`config.mk`:
```
export PLATFORM = sky130hd
export DESIGN_NAME = brx_unit
export DESIGN_NICKNAME = d
export VERILOG_FILES = /design/src/rtl/brx_pkg.sv /design/src/rtl/brx_decode.sv /design/src/rtl/brx_target.sv /design/src/rtl/brx_refill_ctl.sv /design/src/rtl/brx_unit.sv
export SDC_FILE = /design/constraint.sdc
export NUM_CORES = 1
export LEC_CHECK = 0
export BUFFER_PORTS_ARGS = -buffer_cell sky130_fd_sc_hd__clkbuf_2
export CORE_UTILIZATION = 56
export DETAILED_ROUTE_END_ITERATION = 8
export PLACE_DENSITY_LB_ADDON = 0.12
export SYNTH_ARGS = -nofsm -noshare
export SYNTH_HDL_FRONTEND = slang
export SYNTH_SLANG_ARGS = --single-unit
```
`constraint.sdc`:
```
create_clock -name clk -period 2.95 [get_ports clk]
set_input_delay 0.59 -clock clk [delete_from_list [all_inputs] [get_ports clk]]
set_output_delay 0.59 -clock clk [all_outputs]
set_load 0.02 [all_outputs]
```
`src/rtl/brx_pkg.sv`:
```
package brx_pkg;
  typedef enum logic [1:0] {
    BRK_NONE = 2'd0,
    BRK_REL  = 2'd1,
    BRK_RELL = 2'd2,
    BRK_IND  = 2'd3
  } brk_kind_e;

  localparam logic [2:0]  REL_SIG = 3'b101;
  localparam logic [23:0] IND_SIG = 24'h12FFF1;
endpackage

```
`src/rtl/brx_decode.sv`:
```
module brx_decode
  import brx_pkg::*;
#(
  parameter int XLEN  = 32,
  parameter int OFF_W = 24,
  parameter int RS_W  = 4
) (
  input  logic [XLEN-1:0]  instr,
  output brk_kind_e        kind,
  output logic [OFF_W-1:0] offset,
  output logic [RS_W-1:0]  reg_sel
);
  logic is_rel;
  logic is_ind;

  always_comb begin
    is_rel  = (instr[27:25] == REL_SIG);
    is_ind  = (instr[27:4] == IND_SIG);
    offset  = instr[OFF_W-1:0];
    reg_sel = instr[RS_W-1:0];
    if (is_rel) begin
      kind = instr[24] ? BRK_RELL : BRK_REL;
    end else if (is_ind) begin
      kind = BRK_IND;
    end else begin
      kind = BRK_NONE;
    end
  end
endmodule

```
`src/rtl/brx_target.sv`:
```
module brx_target
  import brx_pkg::*;
#(
  parameter int XLEN        = 32,
  parameter int OFF_W       = 24,
  parameter int PC_AHEAD    = 8,
  parameter int INSTR_BYTES = 4
) (
  input  brk_kind_e        kind,
  input  logic [OFF_W-1:0] offset,
  input  logic [XLEN-1:0]  pc_exec,
  input  logic [XLEN-1:0]  rm_value,
  output logic [XLEN-1:0]  taken_pc,
  output logic [XLEN-1:0]  fall_pc
);
  localparam int SCALE_SH = $clog2(INSTR_BYTES);
  localparam int EXT_W    = XLEN - OFF_W - SCALE_SH;
  localparam logic [XLEN-1:0] BACK_STEP = XLEN'(PC_AHEAD - INSTR_BYTES);

  logic [XLEN-1:0] disp;

  always_comb begin
    disp    = {{EXT_W{offset[OFF_W-1]}}, offset, {SCALE_SH{1'b0}}};
    fall_pc = pc_exec - BACK_STEP;
    if (kind == BRK_IND) begin
      taken_pc = {rm_value[XLEN-1:1], 1'b0};
    end else begin
      taken_pc = pc_exec + disp;
    end
  end
endmodule

```
`src/rtl/brx_refill_ctl.sv`:
```
module brx_refill_ctl #(
  parameter int REFILL_CYCLES = 2
) (
  input  logic clk,
  input  logic rst_n,
  input  logic start,
  output logic flush,
  output logic ready
);
  localparam int CNT_W = $clog2(REFILL_CYCLES + 2);
  localparam logic [CNT_W-1:0] CNT_LOAD = CNT_W'(REFILL_CYCLES + 1);

  logic [CNT_W-1:0] cnt_q, cnt_d;
  logic             flush_q, flush_d;

  always_comb begin
    cnt_d   = cnt_q;
    flush_d = 1'b0;
    if (start) begin
      cnt_d   = CNT_LOAD;
      flush_d = 1'b1;
    end else if (cnt_q != '0) begin
      cnt_d = cnt_q - 1'b1;
    end
  end

  always_ff @(posedge clk or negedge rst_n) begin
    if (!rst_n) begin
      cnt_q   <= '0;
      flush_q <= 1'b0;
    end else begin
      cnt_q   <= cnt_d;
      flush_q <= flush_d;
    end
  end

  assign flush = flush_q;
  assign ready = (cnt_q == '0);
endmodule

```
`src/rtl/brx_unit.sv`:
```
module brx_unit
  import brx_pkg::*;
#(
  parameter int XLEN          = 32,
  parameter int OFF_W         = 24,
  parameter int RS_W          = 4,
  parameter int PC_AHEAD      = 8,
  parameter int INSTR_BYTES   = 4,
  parameter int REFILL_CYCLES = 2
) (
  input  logic            clk,
  input  logic            rst_n,
  input  logic            issue_valid,
  input  logic [31:0]     instr,
  input  logic [31:0]     pc_exec,
  input  logic            cond_pass,
  input  logic [31:0]     rm_value,
  output logic [3:0]      reg_sel,
  output logic [31:0]     next_pc,
  output logic            pc_load,
  output logic            link_we,
  output logic [31:0]     link_data,
  output logic            flush,
  output logic            ready
);
  brk_kind_e        kind;
  logic [OFF_W-1:0] offset;
  logic [RS_W-1:0]  sel;
  logic [XLEN-1:0]  taken_pc, fall_pc;
  logic             accept, take, link_en;

  logic [XLEN-1:0]  npc_q, npc_d;
  logic [XLEN-1:0]  lnk_q, lnk_d;
  logic             load_q, load_d;
  logic             lwe_q, lwe_d;

  brx_decode #(.XLEN(XLEN), .OFF_W(OFF_W), .RS_W(RS_W)) u_dec (
    .instr   (instr),
    .kind    (kind),
    .offset  (offset),
    .reg_sel (sel)
  );

  brx_target #(.XLEN(XLEN), .OFF_W(OFF_W), .PC_AHEAD(PC_AHEAD),
               .INSTR_BYTES(INSTR_BYTES)) u_tgt (
    .kind     (kind),
    .offset   (offset),
    .pc_exec  (pc_exec),
    .rm_value (rm_value),
    .taken_pc (taken_pc),
    .fall_pc  (fall_pc)
  );

  brx_refill_ctl #(.REFILL_CYCLES(REFILL_CYCLES)) u_ctl (
    .clk   (clk),
    .rst_n (rst_n),
    .start (take),
    .flush (flush),
    .ready (ready)
  );

  always_comb begin
    accept  = issue_valid && ready;
    take    = accept && cond_pass && (kind != BRK_NONE);
    link_en = take && (kind == BRK_RELL);
    npc_d   = npc_q;
    lnk_d   = lnk_q;
    load_d  = take;
    lwe_d   = link_en;
    if (accept) begin
      npc_d = take ? taken_pc : fall_pc;
    end
    if (link_en) begin
      lnk_d = fall_pc;
    end
  end

  always_ff @(posedge clk or negedge rst_n) begin
    if (!rst_n) begin
      npc_q  <= '0;
      lnk_q  <= '0;
      load_q <= 1'b0;
      lwe_q  <= 1'b0;
    end else begin
      npc_q  <= npc_d;
      lnk_q  <= lnk_d;
      load_q <= load_d;
      lwe_q  <= lwe_d;
    end
  end

  assign reg_sel   = sel;
  assign next_pc   = npc_q;
  assign link_data = lnk_q;
  assign pc_load   = load_q;
  assign link_we   = lwe_q;
endmodule

```
==> implementation parameters, run 1 <==
Parameter                              Value

Outcome
  Status    completed

Yosys
  FF+latch count, synth    68
  Largest family of logic cells by synthesized area    simple AND/OR/NAND/NOR gates
  Number of distinct library cells after synthesis    61
  Count of yosys warnings during synthesis    0
  Cell count after synthesis    658
  Number of enable-type register cells in the synthesized netlist    0
  Yosys top cell area share    32.3%
  Synth Area in XOR/XNOR    8.16%
  Area share of and/or/nand/nor cells after synthesis    23.4%
  Post-synth top flop    dfrtp_1
  Synth Area in Adders    7.75%
  Share of synthesized flip-flops with an asynchronous set or reset    100%
  Avg Cell Area, Syn    8.00 um2
  Fraction of synthesized area in multiplexers    1.36%
  Number of nets in the synthesized netlist    790
  Post-synthesis sequential area ratio    32.3%
  Cell taking the most area after synthesis    dfrtp_1
  Share of the synthesized area in compound gates (AO/OA/AOI/OAI)    23.0%
  Synthesized area    5260 um2
  Dominant cells by area after synthesis    dfrtp_1 32%, nand2_1 8.1%, ha_1 7.4%, o21ai_0 6.4%, a21oi_1 5.8%

Flow run
  Number of max-cap violations    0

Setup path
  CP startpoint kind    input pin
  Maximum cell stage delay along the critical path    0.62 ns
  Slowest-stage cell, CP    or4b_1
  Cell chain of the critical path    clkbuf_2 > or4_4 > or4b_1 > nor3_2 > nand2_1 > xnor2_1 > o22ai_1 > a221oi_1
  Data required time of the critical path    3.20 ns
  Kind of critical path    in -> reg
  Peak fanout along the critical path    6
  Capturing element type of the critical path    flop
  Data arrival, critical path    2.98 ns
  Flop-to-flop setup slack    0.96 ns

Route
  Post-route antenna net violation count    0
  Number of design rule violations left after detail routing    0
  First-pass DRT Iterations    5
  Wirelength, routed    17.4 mm
  Drt initial violations    459
  Via density    5.98
  Avg WL per Cell    17.8 um
  Vias post-DR    5838

STA
  Setup repair after global routing missed its margin    false
  Skew final    0.00810 ns
  Least-Margin Pin Slew    0.782 ns
  Final Setup Violations    0
  Pins Over Slew Limit    0
  Max frequency    0.367 GHz
  Worst slew margin    47.7%
  Final min period    2.73 ns
  Smallest setup slack after layout    0.224 ns
  Count of endpoints failing hold in the final timing report    0
  Final worst-path cycle share    92.4%

Power
  Pwr Density    585 nW/um2
  Sequential share of power    33.5%
  Combinational Power Share    41.1%
  Total net switching power    1.55 mW
  Reported leakage power    3.36 nW
  Sw Ratio    38.8%
  Peak supply drop    0.288 mV
  Total internal power    2.45 mW
  Clock network fraction of total power    25.4%

Cells and area
  Share of final-layout standard cells stronger than drive strength 1    30.1%
  ANT cells    0
  Fin nets    993
  Number of standard cells in the final layout excluding fillers    976
  Layout filler cell count    731
  Area growth from synthesis to final layout    29.8%

Clocking
  PostCTS Resize Cnt    0
  Clock slew at reported path FFs    0.08 ns
  CTS H-Tree Depth    3
  TritonCTS buffer count    9
  CTS hold repair buffers    0
  Total number of clock tree sinks    68
  Clock tree from TritonCTS    built
  Clk Latency, worst-skew pair    0.35 ns
  Post-CTS setup repair buffer count    0
  Maximum clock insertion buffer count    2
  Cell at the root of the clock tree    clkbuf_8

Die
  Die Footprint    9790 um2
  Core Area    9150 um2
  Initial core utilization    57.5%
  Std cell rows    35
  Number of I/O pins    172
  Chip height    98.9 um
  Chip width    98.9 um

Global route
  Remaining global-route overflow    0
  Maximum number of pins on one net before global-route repair    39
  Antenna violations before repair    0
  All-layer global routing usage    36.1%
  Number of global-route vias before repair    5411
  First-pass GRT wire length    27.2 mm

Placement
  Post-Place Setup Slack    -0.116 ns
  Number of input and output port buffers inserted    166
  Final weighted congestion of routability-driven global placement    0.922
  Hpwl dp    14.1 mm
  Number of placed instances with taps included    961

Min path
  Type of the worst min-delay path    in -> async
sequential cells by signal, summed over array words and instances (netlist names):
name         cells
link_data       32
next_pc         32
u_ctl.cnt_q      2
link_we          1
pc_load          1
path summary, 6_finish.rpt:
path / from / end / cells past startpoint
worst min register to register: next_pc[0] / next_pc[0] / 2
worst max register to register: u_ctl.cnt_q[0] / link_data[20] / 9
worst max-delay path: pc_exec[7] / next_pc[26] / 8
worst min-delay path: rst_n / link_data[3] / 1
max in group asynchronous: rst_n / link_data[20] / 2
min in group clk: pc_exec[1] / link_data[1] / 3
layer usage:
metal	track usage (%)	share of wire (%)
met4	9.64	2.0
met5	0	0
met3	4.26	8.4
met2	56.3	44
met1	53.1	45
power groups by stage:
stage	clock, mW	combinational [mW]	sequential [mW]
after floorplan	0	0.716	1.59
after global placement	0	1.58	1.34
after detailed placement	0	1.62	1.35
after CTS	1.01	1.63	1.33
after global routing	1.05	1.78	1.36
final	1.01	1.64	1.34
cell usage in the layout (no fill, tap or decap), drive strengths merged, types with 14 or more instances in the layout:
| cell | Yosys | final |
|---|---|---|
| a211oi | 15 | 15 |
| dfrtp | 68 | 68 |
| a21oi | 61 | 61 |
| buf | 13 | 64 |
| nand3 | 16 | 16 |
| xnor2 | 31 | 31 |
| a21o | 18 | 18 |
| o21ai | 71 | 71 |
| clkbuf | 24 | 174 |
| nor2 | 40 | 40 |
| nand2 | 113 | 113 |
| ha | 31 | 31 |
| xor2 | 18 | 18 |
| nor3 | 14 | 14 |
synth_stat cells (10+ instances only):
library cell    n
xnor2_1        31
o21ai_0        67
dfrtp_1        68
nor2_1         40
nor3_1         10
a21o_1         18
clkbuf_1       24
a21oi_1        61
nand4_1        10
nand2_1       113
nand3_1        16
ha_1           31
xor2_1         18
a211oi_1       13
critical path: cells and delay by family:
family	cells	cell delay, ns
buf+inv	1	0.10
simple gates	4	1.59
compound gates	2	0.41
xor+xnor	1	0.29
through the flow:
step	total power, mW	instance area [um2]	hold WS, ns	util (%)	setup TNS, ns
after global routing	4.20	6830	0.193	74.6	0
after floorplan	2.31	5260	0.294	-	0
final	4.00	6830	0.167	74.6	0
after detailed placement	2.97	6570	0.466	71.8	-0.375
after global placement	2.91	6570	0.454	71.8	-0.127
after CTS	3.97	6830	0.172	74.6	0
cell families after synthesis:
| group | after synthesis |
|---|---|
| multiplexers | 7 |
| adder cells (fa/ha/maj) | 32 |
| AO/OA/AOI/OAI | 203 |
| XOR/XNOR | 49 |
| flip-flops | 68 |
| AND/OR/NAND/NOR | 252 |
| buffers and inverters | 47 |
layout make-up:
cell class                      count  area (um2)  share of cell area, %
Multi-Input combinational cell    543        3360                   49.2
Sequential cell                    68        1700                   24.9
Timing Repair Buffer              229        1330                   19.5
Tap cell                          111         139                   2.03
Clock inverter                      6         138                   2.01
Clock buffer                        9         124                   1.81
Inverter                           10        37.5                  0.549
Note: power is estimated with default switching activity, not from simulation.
==> run 2: changes to the inputs <==
Settings changed: ABC_AREA set to 1, CORE_UTILIZATION 56 to 59, SLEW_MARGIN set to 20, SYNTH_HIERARCHICAL set to 1.
==> implementation parameters, run 2 <==
Parameter                              Value

Outcome
  Status    completed

Clocking
  Cell at the root of the clock tree    clkbuf_16
  CTS hold repair buffers    0
  PostCTS Resize Cnt    0
  TritonCTS buffer count    9
  Total number of clock tree sinks    69
  CTS H-Tree Depth    3
  Post-CTS setup repair buffer count    0
  Clock slew at reported path FFs    0.06 ns
  Maximum clock insertion buffer count    2
  Clk Latency, worst-skew pair    0.33 ns
  Clock tree from TritonCTS    built

Global route
  Number of global-route vias before repair    6515
  Remaining global-route overflow    0
  First-pass GRT wire length    31.4 mm
  All-layer global routing usage    34.6%
  Antenna violations before repair    0
  Maximum number of pins on one net before global-route repair    70

Cells and area
  Most frequent cells in the layout    445 x nand2_1, 165 x clkbuf_2, 149 x inv_1, 104 x nand3_1, 74 x nor2_1
  Commonest non-fill, non-tap cell in the layout    nand2_1
  Number of standard cells in the final layout excluding fillers    1381
  ANT cells    0
  Fin nets    1368
  Share of final-layout standard cells stronger than drive strength 1    18.9%
  Area growth from synthesis to final layout    15.2%
  Layout filler cell count    1009

Die
  Number of I/O pins    172
  Die Footprint    11900 um2
  Initial core utilization    61.4%
  Core Area    11000 um2
  Chip height    109 um
  Chip width    109 um
  Std cell rows    38

Power
  Pwr Density    597 nW/um2
  Peak supply drop    0.613 mV
  Reported leakage power    4.60 nW

Yosys
  Area share of and/or/nand/nor cells after synthesis    44.4%
  FF+latch count, synth    69
  Dominant cells by area after synthesis    dfrtp_1 26%, nand2_1 25%, inv_1 8.3%, nand3_1 7.7%, ha_1 5.8%
  Synth Area in Adders    6.05%
  Count of yosys warnings during synthesis    6
  Synth top cells by count    445 x nand2_1, 149 x inv_1, 104 x nand3_1, 74 x nor2_1, 69 x dfrtp_1
  Cell count after synthesis    1105
  Cell taking the most area after synthesis    dfrtp_1
  Number of enable-type register cells in the synthesized netlist    0
  Post-synthesis sequential area ratio    25.6%
  Synth Area in XOR/XNOR    5.07%
  Share of synthesized flip-flops with an asynchronous set or reset    100%
  Avg Cell Area, Syn    6.10 um2
  Number of nets in the synthesized netlist    1237
  Most numerous cell in the Yosys netlist    nand2_1
  Fraction of synthesized area in multiplexers    0%
  Number of distinct library cells after synthesis    38
  Largest family of logic cells by synthesized area    simple AND/OR/NAND/NOR gates
  Synthesized area    6740 um2
  Yosys top cell area share    25.6%
  Post-synth top flop    dfrtp_1
  Share of the synthesized area in compound gates (AO/OA/AOI/OAI)    4.71%

STA
  Setup repair after global routing missed its margin    false
  Worst slew margin    42.2%
  Max frequency    0.408 GHz
  Skew final    0.00423 ns
  Count of endpoints failing hold in the final timing report    0
  Final min period    2.45 ns
  Final worst-path cycle share    83.2%
  Pins Over Slew Limit    0
  Final-layout setup total negative slack    0 ns
  Final Setup Violations    0
  Least-Margin Pin Slew    0.867 ns

Min path
  Type of the worst min-delay path    in -> async

Route
  Number of design rule violations left after detail routing    0
  Drt initial violations    554
  Post-route antenna net violation count    0
  First-pass DRT Iterations    6
  Wirelength, routed    20.0 mm
  Via density    5.25
  Vias post-DR    7252
  Avg WL per Cell    14.5 um

Setup path
  Capturing element type of the critical path    flop
  Data required time of the critical path    3.18 ns
  CP startpoint kind    input pin
  Peak fanout along the critical path    5
  Kind of critical path    in -> reg
  Data arrival, critical path    2.68 ns

Flow run
  Number of max-cap violations    0

Placement
  Hpwl dp    15.9 mm
  Number of input and output port buffers inserted    166
  Final weighted congestion of routability-driven global placement    0.977
  Number of placed instances with taps included    1365
==> run 2: cell types whose count changed in the layout (fill, tap and decap cells not counted), moves of 9 or more <==
cell / previous run / this run
o21bai_1: 2 / 15
o21ai_0: 67 / 7
or2_0: 0 / 10
a21o_1: 18 / 1
clkbuf_16: 0 / 9
buf_4: 61 / 10
nor2_1: 40 / 74
nand2_1: 113 / 445
inv_1: 9 / 149
or3_1: 9 / 0
nor2_2: 0 / 12
a21oi_1: 60 / 20
nand3_1: 16 / 104
a211oi_1: 13 / 0
==> run 2: critical path, cell delays in order <==
cell and delay [ns]:
clkbuf_2 0.16, ha_1 0.39, nand2_1 0.12, nor2_2 0.25, and2_1 0.16, nand2_1 0.06, nand2_1 0.20, nand2_1 0.11
nand2_1 0.07, nand2_1 0.04, nand3_1 0.09, nand2_1 0.12, nand3_1 0.11, nand3_1 0.08, nand2_1 0.09, inv_1 0.04
==> run 2: through the flow <==
step | setup slack, ns | hold slack [ns] | power [mW] | area, um2 | utilization [%]
floorplan | 0.562 | 0.294 | 2.90 | 6740 | -
global placement | 0.268 | 0.462 | 3.55 | 7480 | 68.1
detailed placement | 0.249 | 0.464 | 3.61 | 7480 | 68.1
CTS | 0.564 | 0.478 | 4.63 | 7760 | 70.7
global route | 0.353 | 0.499 | 4.97 | 7760 | 70.7
finish | 0.496 | 0.458 | 4.64 | 7760 | 70.7
==> run 2: cell type report <==
class	count	area, um2	area share, %
timing repair buffer	177	926	11.9
tap	140	175	2.26
clock buffer	10	239	3.08
clock inverter	6	46.3	0.596
multi-input combinational	821	4060	52.3
sequential	69	1730	22.2
inverter	158	593	7.64
==> run 2: logic make-up after synthesis <==
logic type / after synthesis
adders and majority gates: 32
AOI/OAI and AO/OA: 55
and+or+nand+nor: 695
buffers and inverters: 215
xor gates and xnor gates: 39
DFF: 69
==> run 2: routing by layer <==
metal / global-route usage [%] / routed length [um]
met4: 11.9 / 513
met5: 0 / 0
met2: 55.4 / 9100
met1: 48.4 / 8890
met3: 3.59 / 1500
==> run 2: worst paths after layout <==
kind	slack (ns)	endpoint	start	depth (start not counted)
max	0.50	next_pc[31]	pc_exec[12]	16
min	0.46	next_pc[6]	rst_n	2
max reg2reg	0.64	next_pc[6]	u_ctl/cnt_q[0]	7
min reg2reg	0.48	link_data[25]	link_data[25]	2
max in group asynchronous	1.93	link_data[24]	rst_n	2
min in group clk	0.48	link_data[25]	link_data[25]	2
==> run 2: where the power goes <==
group | switching (mW) | internal (mW)
registers | 0.205 | 1.28
clock network | 0.410 | 0.596
logic | 1.41 | 0.734
==> run 3: changes to the inputs <==
Settings changed: CORE_UTILIZATION 59 to 50.
Clock period 2.95 ns to 2.23 ns, I/O delays scaled along.
==> implementation parameters, run 3 (synthesis gave the netlist of run 2 again) <==
Parameter                              Value

Outcome
  Status    completed

Clocking
  CTS hold repair buffers    0
  Clock tree from TritonCTS    built
  PostCTS Resize Cnt    0
  Total number of clock tree sinks    69
  Maximum clock insertion buffer count    2
  CTS H-Tree Depth    3
  Clock slew at reported path FFs    0.06 ns
  TritonCTS buffer count    9
  Clk Latency, worst-skew pair    0.33 ns
  Cell at the root of the clock tree    clkbuf_16
  Post-CTS setup repair buffer count    0

Placement
  Number of input and output port buffers inserted    166
  Final weighted congestion of routability-driven global placement    0.915
  Number of placed instances with taps included    1507
  Hpwl dp    16.8 mm

Setup path
  CP startpoint kind    input pin
  Peak fanout along the critical path    4
  Data arrival, critical path    2.29 ns
  Capturing element type of the critical path    flop
  Data required time of the critical path    2.46 ns
  Kind of critical path    in -> reg
  Reg-to-Reg Start    u_ctl/cnt_q[0]
  Worst Setup SP    instr[0]

Flow run
  Number of max-cap violations    0

Cells and area
  ANT cells    0
  Most frequent cells in the layout    445 x nand2_1, 165 x clkbuf_2, 149 x inv_1, 111 x buf_4, 103 x nand3_1
  Commonest non-fill, non-tap cell in the layout    nand2_1
  Fin nets    1474
  Share of final-layout standard cells stronger than drive strength 1    25.2%
  Area growth from synthesis to final layout    28.8%
  Number of standard cells in the final layout excluding fillers    1523
  Final core area utilization    65.8%

STA
  Final worst-path cycle share    92.4%
  Least-Margin Pin Slew    0.369 ns
  Setup repair after global routing missed its margin    false
  Final hold slack    0.119 ns
  Final min period    2.06 ns
  Max frequency    0.485 GHz
  Skew final    0.00585 ns
  Final Setup Violations    0
  Final-layout setup total negative slack    0 ns
  Pins Over Slew Limit    0
  Worst slew margin    75.4%
  Count of endpoints failing hold in the final timing report    0

Global route
  Number of global-route vias before repair    6701
  Antenna violations before repair    0
  First-pass GRT wire length    32.6 mm
  Remaining global-route overflow    0
  All-layer global routing usage    29.6%
  Maximum number of pins on one net before global-route repair    70

Route
  Number of design rule violations left after detail routing    0
  Wirelength, routed    20.1 mm
  Post-route antenna net violation count    0
  Avg WL per Cell    13.2 um
  Via density    4.84
  First-pass DRT Iterations    5
  Drt initial violations    494
  Vias post-DR    7371

Die
  Number of I/O pins    172
  Initial core utilization    51.1%
  Chip width    118 um
  Die Footprint    14000 um2
  Chip height    118 um
  Core Area    13200 um2
  Std cell rows    42

Power
  Reported leakage power    5.15 nW
  Total Power Consumption    6.40 mW
  Pwr Density    737 nW/um2
  Peak supply drop    0.449 mV

Min path
  Type of the worst min-delay path    in -> async
run 3: cell count changes in the layout (fill, tap and decap cells not counted), sizes merged:
cell,delta
inv,-2
buf,+106
clkbuf,+2
clkinvlp,-1
bufinv,+1
run 3: stage by stage:
| step | area [um2] | setup WS (ns) |
|---|---|---|
| 2_1_floorplan | 6750 | 0.0471 |
| 3_3_place_gp | 8390 | -0.145 |
| 3_5_place_dp | 8390 | -0.214 |
| 4_1_cts | 8680 | 0.125 |
| 5_1_grt | 8680 | 0.0305 |
| 6_report | 8680 | 0.169 |
run 3: area by class of cell:
| cell class | count | area (um2) |
|---|---|---|
| tap | 176 | 220 |
| clock buffer | 12 | 246 |
| clock inverter | 4 | 47.5 |
| sequential | 69 | 1730 |
| timing repair buffer | 283 | 1780 |
| inverter | 158 | 593 |
| fill | 1258 | 4510 |
| multi-input combinational | 821 | 4070 |
run 3: worst max-delay path: stages:
cell and delay [ns]:
clkbuf_2 0.09, ha_1 0.22, fa_2 0.35, nand3_1 0.10
nand3_2 0.13, nand3_1 0.10, nand3_1 0.17, nand3_1 0.16
nand3_1 0.07, nand3_1 0.08, nand2_1 0.08, nand3_1 0.09
nand3_1 0.08, nand2_1 0.07, inv_1 0.03
run 3: worst paths after layout:
check,endpoint,slack [ns],cells after the start
worst max-delay path,next_pc[22],0.17,15
worst min-delay path,next_pc[6],0.12,2
worst max register to register,next_pc[6],0.49,8
worst min register to register,link_data[29],0.48,2
max in group asynchronous,next_pc[24],1.79,2
min in group clk,link_data[0],0.36,3
run 3: metal layers:
| metal | GRT usage (%) | share of wire (%) | vias up |
|---|---|---|---|
| met5 | 0 | 0 | - |
| met4 | 7.85 | 1.8 | 0 |
| met3 | 3.34 | 5.3 | 25 |
| met2 | 48.2 | 45 | 225 |
| met1 | 41.6 | 48 | 3276 |
| li1 | - | - | 3845 |
run 3: report_power, final:
| group | internal [mW] | switching [mW] |
|---|---|---|
| clock network | 0.892 | 0.499 |
| registers | 1.70 | 0.274 |
| logic | 1.15 | 1.88 |
